<file path="src/rtl/deser_slip_pkg.sv">
package deser_slip_pkg;
  typedef struct packed {
    logic loadWord;
  } ctlStrobe_t;
endpackage

</file>
<file path="src/rtl/deser_slip_ctrl.sv">
module deser_slip_ctrl
  import deser_slip_pkg::*;
#(
  parameter int WORD_W      = 4,
  parameter int SYNC_STAGES = 2
) (
  input  logic       clk,
  input  logic       rst,
  input  logic       wideMode,
  input  logic       syncReq,
  output ctlStrobe_t strobes,
  output logic       clkDiv4,
  output logic       clkDiv8
);
  localparam int CNT_W = $clog2(WORD_W) + 1;

  logic [SYNC_STAGES-1:0] syncFf;
  logic                   syncPrev;
  logic                   slipNow;
  logic [CNT_W-1:0]       cnt;
  logic                   narrowWrap;
  logic                   wideWrap;

  // Synchronizer for the asynchronous slip request, then a rising-edge detect
  always_ff @(posedge clk) begin
    if (rst) begin
      syncFf   <= '0;
      syncPrev <= 1'b0;
    end else begin
      syncFf   <= {syncFf[SYNC_STAGES-2:0], syncReq};
      syncPrev <= syncFf[SYNC_STAGES-1];
    end
  end

  assign slipNow = syncFf[SYNC_STAGES-1] & ~syncPrev;

  // Divider: a slip swallows one count
  always_ff @(posedge clk) begin
    if (rst)           cnt <= '0;
    else if (!slipNow) cnt <= cnt + 1'b1;
  end

  assign narrowWrap       = &cnt[CNT_W-2:0];
  assign wideWrap         = &cnt;
  assign strobes.loadWord = ~slipNow & (wideMode ? wideWrap : narrowWrap);
  assign clkDiv4          = cnt[CNT_W-2];
  assign clkDiv8          = cnt[CNT_W-1];
endmodule

</file>
<file path="src/rtl/deser_slip_dpath.sv">
module deser_slip_dpath
  import deser_slip_pkg::*;
#(
  parameter int WORD_W = 4
) (
  input  logic              clk,
  input  logic              rst,
  input  logic              mainIn,
  input  logic              loopIn,
  input  logic              selLoop,
  input  ctlStrobe_t        strobes,
  output logic [WORD_W-1:0] parOut,
  output logic              wordValid,
  output logic              serOut
);
  logic              serBit;
  logic [WORD_W-1:0] shReg;
  logic [WORD_W-1:0] shNext;

  assign serBit = selLoop ? loopIn : mainIn;

  // The newest bit enters at the top, so the earliest bit ends up at index 0
  assign shNext[WORD_W-1] = serBit;
  for (genvar i = 0; i < WORD_W - 1; i++) begin : g_shift
    assign shNext[i] = shReg[i+1];
  end

  always_ff @(posedge clk) begin
    if (rst) begin
      shReg     <= '0;
      parOut    <= '0;
      wordValid <= 1'b0;
    end else begin
      shReg     <= shNext;
      wordValid <= strobes.loadWord;
      if (strobes.loadWord) parOut <= shNext;
    end
  end

  assign serOut = shReg[0];
endmodule

</file>
<file path="src/rtl/deser_slip_top.sv">
module deser_slip_top
  import deser_slip_pkg::*;
#(
  parameter int WORD_W      = 4,
  parameter int SYNC_STAGES = 2
) (
  input  logic              clk,
  input  logic              rst,
  input  logic              mainIn,
  input  logic              loopIn,
  input  logic              selLoop,
  input  logic              wideMode,
  input  logic              syncReq,
  output logic [WORD_W-1:0] parOut,
  output logic              wordValid,
  output logic              serOut,
  output logic              clkDiv4,
  output logic              clkDiv8
);
  ctlStrobe_t strobes;

  deser_slip_ctrl #(.WORD_W(WORD_W), .SYNC_STAGES(SYNC_STAGES)) u_ctrl (
    .clk(clk), .rst(rst), .wideMode(wideMode), .syncReq(syncReq),
    .strobes(strobes), .clkDiv4(clkDiv4), .clkDiv8(clkDiv8)
  );

  deser_slip_dpath #(.WORD_W(WORD_W)) u_dpath (
    .clk(clk), .rst(rst), .mainIn(mainIn), .loopIn(loopIn), .selLoop(selLoop),
    .strobes(strobes), .parOut(parOut), .wordValid(wordValid), .serOut(serOut)
  );
endmodule

</file>
<file path="config.mk">
export PLATFORM = sky130hd
export DESIGN_NAME = deser_slip_top
export DESIGN_NICKNAME = d
export VERILOG_FILES = /design/src/rtl/deser_slip_pkg.sv /design/src/rtl/deser_slip_ctrl.sv /design/src/rtl/deser_slip_dpath.sv /design/src/rtl/deser_slip_top.sv
export SDC_FILE = /design/constraint.sdc
export NUM_CORES = 1
export LEC_CHECK = 0
export BUFFER_PORTS_ARGS = -buffer_cell sky130_fd_sc_hd__buf_2
export CORE_AREA = 2 2 39 41
export DETAILED_ROUTE_END_ITERATION = 10
export DIE_AREA = 0 0 41 43
export PLACE_DENSITY = 0.71
export SYNTH_ARGS = -nofsm -noshare
export SYNTH_HDL_FRONTEND = slang
export SYNTH_SLANG_ARGS = --single-unit
</file>
<file path="constraint.sdc">
create_clock -name clk -period 4.11 [get_ports clk]
set_clock_uncertainty 0.1 [all_clocks]
set_input_delay 0.6165 -clock clk [delete_from_list [all_inputs] [get_ports clk]]
set_output_delay 0.6165 -clock clk [all_outputs]
set_load 0.01 [all_outputs]
</file>
# After elaboration in Yosys (flattened, before gate mapping)

Index checks and enable logic that the tools add are counted.

Flip-flop bits (word level): 15
Input port bits: 7
Output and inout port bits: 8

Add/subtract/negate cells: 1
Mux-type cells: 2
Bitwise gates (word level): 4
Reduce and logical (&&, ||, !) cells: 2

Operators by type and width:

| cell                | number |
|---|---|
| $add 3x1->3 const B | 1 |
| $reduce_and 3->1    | 1 |
| $and 1x1->1         | 2 |
| $mux 1              | 2 |
| $not 1->1           | 2 |
| $reduce_and 2->1    | 1 |

# Longest topological paths before layout

Depth after elaboration: 4
Mapped depth: 5
Depth with buffers taken out: 5

# Cells and area by module

A second synthesis with hierarchy kept.

Cells, all modules: 48
Area total of the unflattened synthesis: 551.8 um^2

By module, submodules not included:

| module           | times used | cells an instance | area each (um^2) | sequential area each (um^2) |
|---|---|---|---|---|
| deser_slip_dpath | 1          | 25                | 289.0            | 180.2 |
| deser_slip_ctrl  | 1          | 23                | 262.8            | 120.1 |

# Worst setup path after synthesis

Ideal clock, no wire load.

Path kind: register -> register
Start: reg u_ctrl.cnt[1]
End: reg u_dpath.parOut[0]
Setup time: 0.121 ns
Arrival time: 1.324 ns
Setup slack: 2.565 ns
Stages on the path, launching flop included: 6
Path buffers: 0
Path through: dfxtp_1 > ha_1 > ha_1 > mux2i_2 > nor2_4 > mux2_4

Cells in the longest elaborated chain, start to end: 3

Ends and longest elaborated chain:

| what                                                 | line                                         | RTL |
|---|---|---|
| start, declared                                      | deser_slip_ctrl.sv:20                        | `logic [CNT_W-1:0] cnt;` |
| start signal, assigned                               | deser_slip_ctrl.sv:40                        | `else if (!slipNow) cnt <= cnt + 1'b1;` |
| $reduce_and 3->1 or $reduce_and 2->1 (tied branches) | deser_slip_ctrl.sv:44, deser_slip_ctrl.sv:43 |  |
| $mux 1 *                                             | deser_slip_ctrl.sv:45                        | `assign strobes.loadWord = ~slipNow & (wideMode ? wideWrap : narrowWrap);` |
| $and 1x1->1 *                                        | deser_slip_ctrl.sv:45                        |  |
| end signal, assigned                                 | deser_slip_dpath.sv:36                       | `if (strobes.loadWord) parOut <= shNext;` |
| end, declared                                        | deser_slip_dpath.sv:12                       | `output logic [WORD_W-1:0] parOut,` |

Mark *: on every way between the ends. The rest lies on a longest branch, timed or not.
A chain may end at the register's enable or synchronous reset.

# Worst setup path after layout

Start: reg u_ctrl.cnt[1]
End: reg u_dpath.parOut[3]

The elaborated chain is that of the path after synthesis.

==> qor_table.md <==
| Result | This run |
| --- | --- |
| Worst setup slack after layout | 2.55 ns |
| Met2 WL post-DR | 322 um |
| Number of fillers in the final layout | 121 |
| Sequential-to-total area share from yosys stat | 0.532 |
| TritonCTS clock tree | yes |
| DR top layer | met4 |
| Leakage power total | 0.310 nW |
| Critical path capture point type | flip-flop |
| CTS Hold Bufs | 0 |
| Data required time at the worst endpoint | 4.18 ns |
| Cell chain of the critical path | ha_1 -> ha_1 -> mux2i_2 -> nor2_4 -> mux2_4 |
| Overflow after GRT | 0 |
| Via total after detailed routing | 340 |
| Global-route wire length before repair | 1370 um |
| Clock Tree Root | sky130_fd_sc_hd__clkbuf_4 |
| Internal power contribution | 0.202 mW |
| Largest stage delay on the critical path | 0.33 ns |
| Antenna violations before repair | 0 |
| Post-Syn Instances | 45 |
| Slowest cell on the critical path | sky130_fd_sc_hd__dfxtp_1 |
| Min-delay worst type | flip-flop to flip-flop |
| I/O pin cnt | 15 |
| Sequential Area | 300 sq um |
| Clock transition time at the flip-flop clock pins of the worst setup and hold paths | 0.08 ns |
| Combinational power share | 0.091 |
| Placed cell count | 73 |
| Final hold violation count | 0 |
| Total placed instance area | 636 sq um |
| Effective utilization at floorplan | 0.408 |
| Worst-margin pin slew | 0.245 ns |
| Layout Nets | 71 |
| Aggregate negative setup slack | 0 ns |
| Outcome | finished clean |
| Fin util | 0.478 |
| Row cnt | 14 |
| Cell Area, Synth | 564 sq um |
| Part of the total power dissipated in sequential elements | 0.595 |
| Max transition margin | 0.834 |
| Distinct cells, synth | 13 |
| FF+latch count, synth | 15 |
| Die height | 43 um |
| Number of H-tree levels | 1 |
| Final routed wire length divided by cell count | 9.73 um |
| Sink Count | 15 |
| Total non-filler cell area in the finished layout | 662 sq um |
| Final setup fails | 0 |
| Area used by multi-input combinational logic | 245 sq um |
| Drt first-iter violations | 1 |
| ANT nets after route | 0 |
| Period utilisation layout | 0.380 |
| Largest voltage drop on the vdd net | 0.164 mV |
| Number of setup buffers added after CTS | 0 |
| Signed area change from the synthesized netlist to the final layout | 17.3% |
| Post-place setup slack | 2.51 ns |
| Clock latency on the worst-skew pair | 0.28 ns |
| Floorplan die width | 41 um |
| Core region area | 1380 sq um |
| Number of gates resized after CTS | 0 |
| Length of routed wiring on met1 | 373 um |
| Clock buffer depth | 2 |
| Critical-path maximum fanout | 4 |
| Total die area | 1760 sq um |
| Largest net degree at the start of global routing | 16 |
| Pre-antenna DRT Iters | 2 |
| Max-cap violations | 0 |
| Most repeated library cell on the critical path | sky130_fd_sc_hd__ha_1 |
| Clock Power Share | 0.313 |
| Average cell area after synthesis | 12.5 sq um |
| All-layer global routing usage | 0.121 |
| Met3 Wirelength | 29 um |
| Setup repair after global routing missed its margin | no |
| Power Dens Cells | 394 nW/um^2 |
| Highest clock frequency the design can meet | 640 MHz |
| Final Slew Violations | 0 |
| Diode insertion count for antenna repair | 0 |
| Gp weighted congestion | 0.654 |
| Sw Ratio | 0.226 |
| Synth warn | 0 |
| Number of global-route vias before repair | 342 |
| Post-synth net total | 54 |
| Critical Setup Path Class | flip-flop to flip-flop |
| Number of input and output port buffers inserted | 14 |
| Post-route minimum period | 1.56 ns |
| Overall routed net length | 749 um |
| Final hold slack | 0.349 ns |
| Total half-perimeter wirelength after legalization and detailed placement | 511 um |
| Critical path arrival | 1.64 ns |
| Layout cell share with drive strength beyond 1 | 0.393 |
| Critical Path Start Type | flip-flop |
| Final std cells w/o fill | 77 |
| Switching Power | 0.0590 mW |
| Number of buffers created by CTS | 3 |
| Remaining DRCs | 0 |
| Total design power | 0.261 mW |
| Detailed-route vias per instance | 4.42 |
## critical path, delay by kind of cell, from the launching register on
kind	cells	cell delay [ns]
mux	2	0.53
fa+ha+maj	2	0.41
simple gates	1	0.09
flops	1	0.33
## layer usage
metal | GRT usage | vias to the layer above
met2 | 0.156 | 11
li1 | - | 176
met1 | 0.150 | 149
met3 | 0.0471 | 4
met4 | 0.100 | 0
met5 | 0 | -
## cell usage in the layout (no fill, tap or decap)
master	count
sky130_fd_sc_hd__buf_2	14
sky130_fd_sc_hd__clkbuf_4	3
sky130_fd_sc_hd__mux2_4	4
sky130_fd_sc_hd__xor2_1	1
sky130_fd_sc_hd__nor2b_1	10
sky130_fd_sc_hd__nor2_1	4
sky130_fd_sc_hd__mux2i_1	3
sky130_fd_sc_hd__nor2_4	1
sky130_fd_sc_hd__clkbuf_1	1
sky130_fd_sc_hd__nor2b_4	1
sky130_fd_sc_hd__mux2i_2	1
sky130_fd_sc_hd__nor3_1	1
sky130_fd_sc_hd__ha_1	2
sky130_fd_sc_hd__dfxtp_1	15
## Yosys cell counts, drive strengths merged
master  instances  area [sq um]
nor2            5          26.3
mux2i           4          43.8
dfxtp          15           300
buf             2          18.8
mux2            4          60.1
nor2b          11          76.3
xor2            1          8.76
nor3            1          5.00
ha              2          25.0
## kinds of logic (layout without fill, tap and decap cells)
| group | Yosys count | in the layout | share of synthesized area |
|---|---|---|---|
| and+or+nand+nor | 17 | 17 | 0.191 |
| DFF | 15 | 15 | 0.532 |
| muxes | 8 | 8 | 0.184 |
| adders and majority gates | 2 | 2 | 0.0443 |
| buffers and inverters | 2 | 18 | 0.0333 |
| xor gates and xnor gates | 1 | 1 | 0.0155 |
## state kept, by name (all words and copies together), names as in the netlist
register,cells
u_dpath.parOut,4
u_dpath.shReg,4
u_ctrl.cnt,3
u_ctrl.syncFf,2
u_ctrl.syncPrev,1
u_dpath.wordValid,1
## area by class of cell
type	count	share of cell area
Sequential cell	15	0.454
Multi-Input combinational cell	28	0.371
Tap cell	16	0.0302
Timing Repair Buffer	14	0.106
Clock buffer	4	0.0397
## power groups by stage
stage	clock [mW]	combinational (mW)	sequential [mW]
3_3_place_gp	0	0.0236	0.158
3_5_place_dp	0	0.0241	0.158
4_1_cts	0.0854	0.0243	0.155
6_report	0.0817	0.0238	0.155
2_1_floorplan	0	0.0156	0.160
5_1_grt	0.0920	0.0283	0.156
## final timing paths
path                         start                end  slack [ns]  cells past startpoint
setup / recovery     u_ctrl.cnt[1]  u_dpath.parOut[3]        2.55                      5
hold / removal    u_ctrl.syncFf[0]   u_ctrl.syncFf[1]        0.35                      1
setup reg to reg     u_ctrl.cnt[1]  u_dpath.parOut[3]        2.55                      5
hold reg to reg   u_ctrl.syncFf[0]   u_ctrl.syncFf[1]        0.35                      1
No activity file was read; power rests on OpenSTA's default activity.
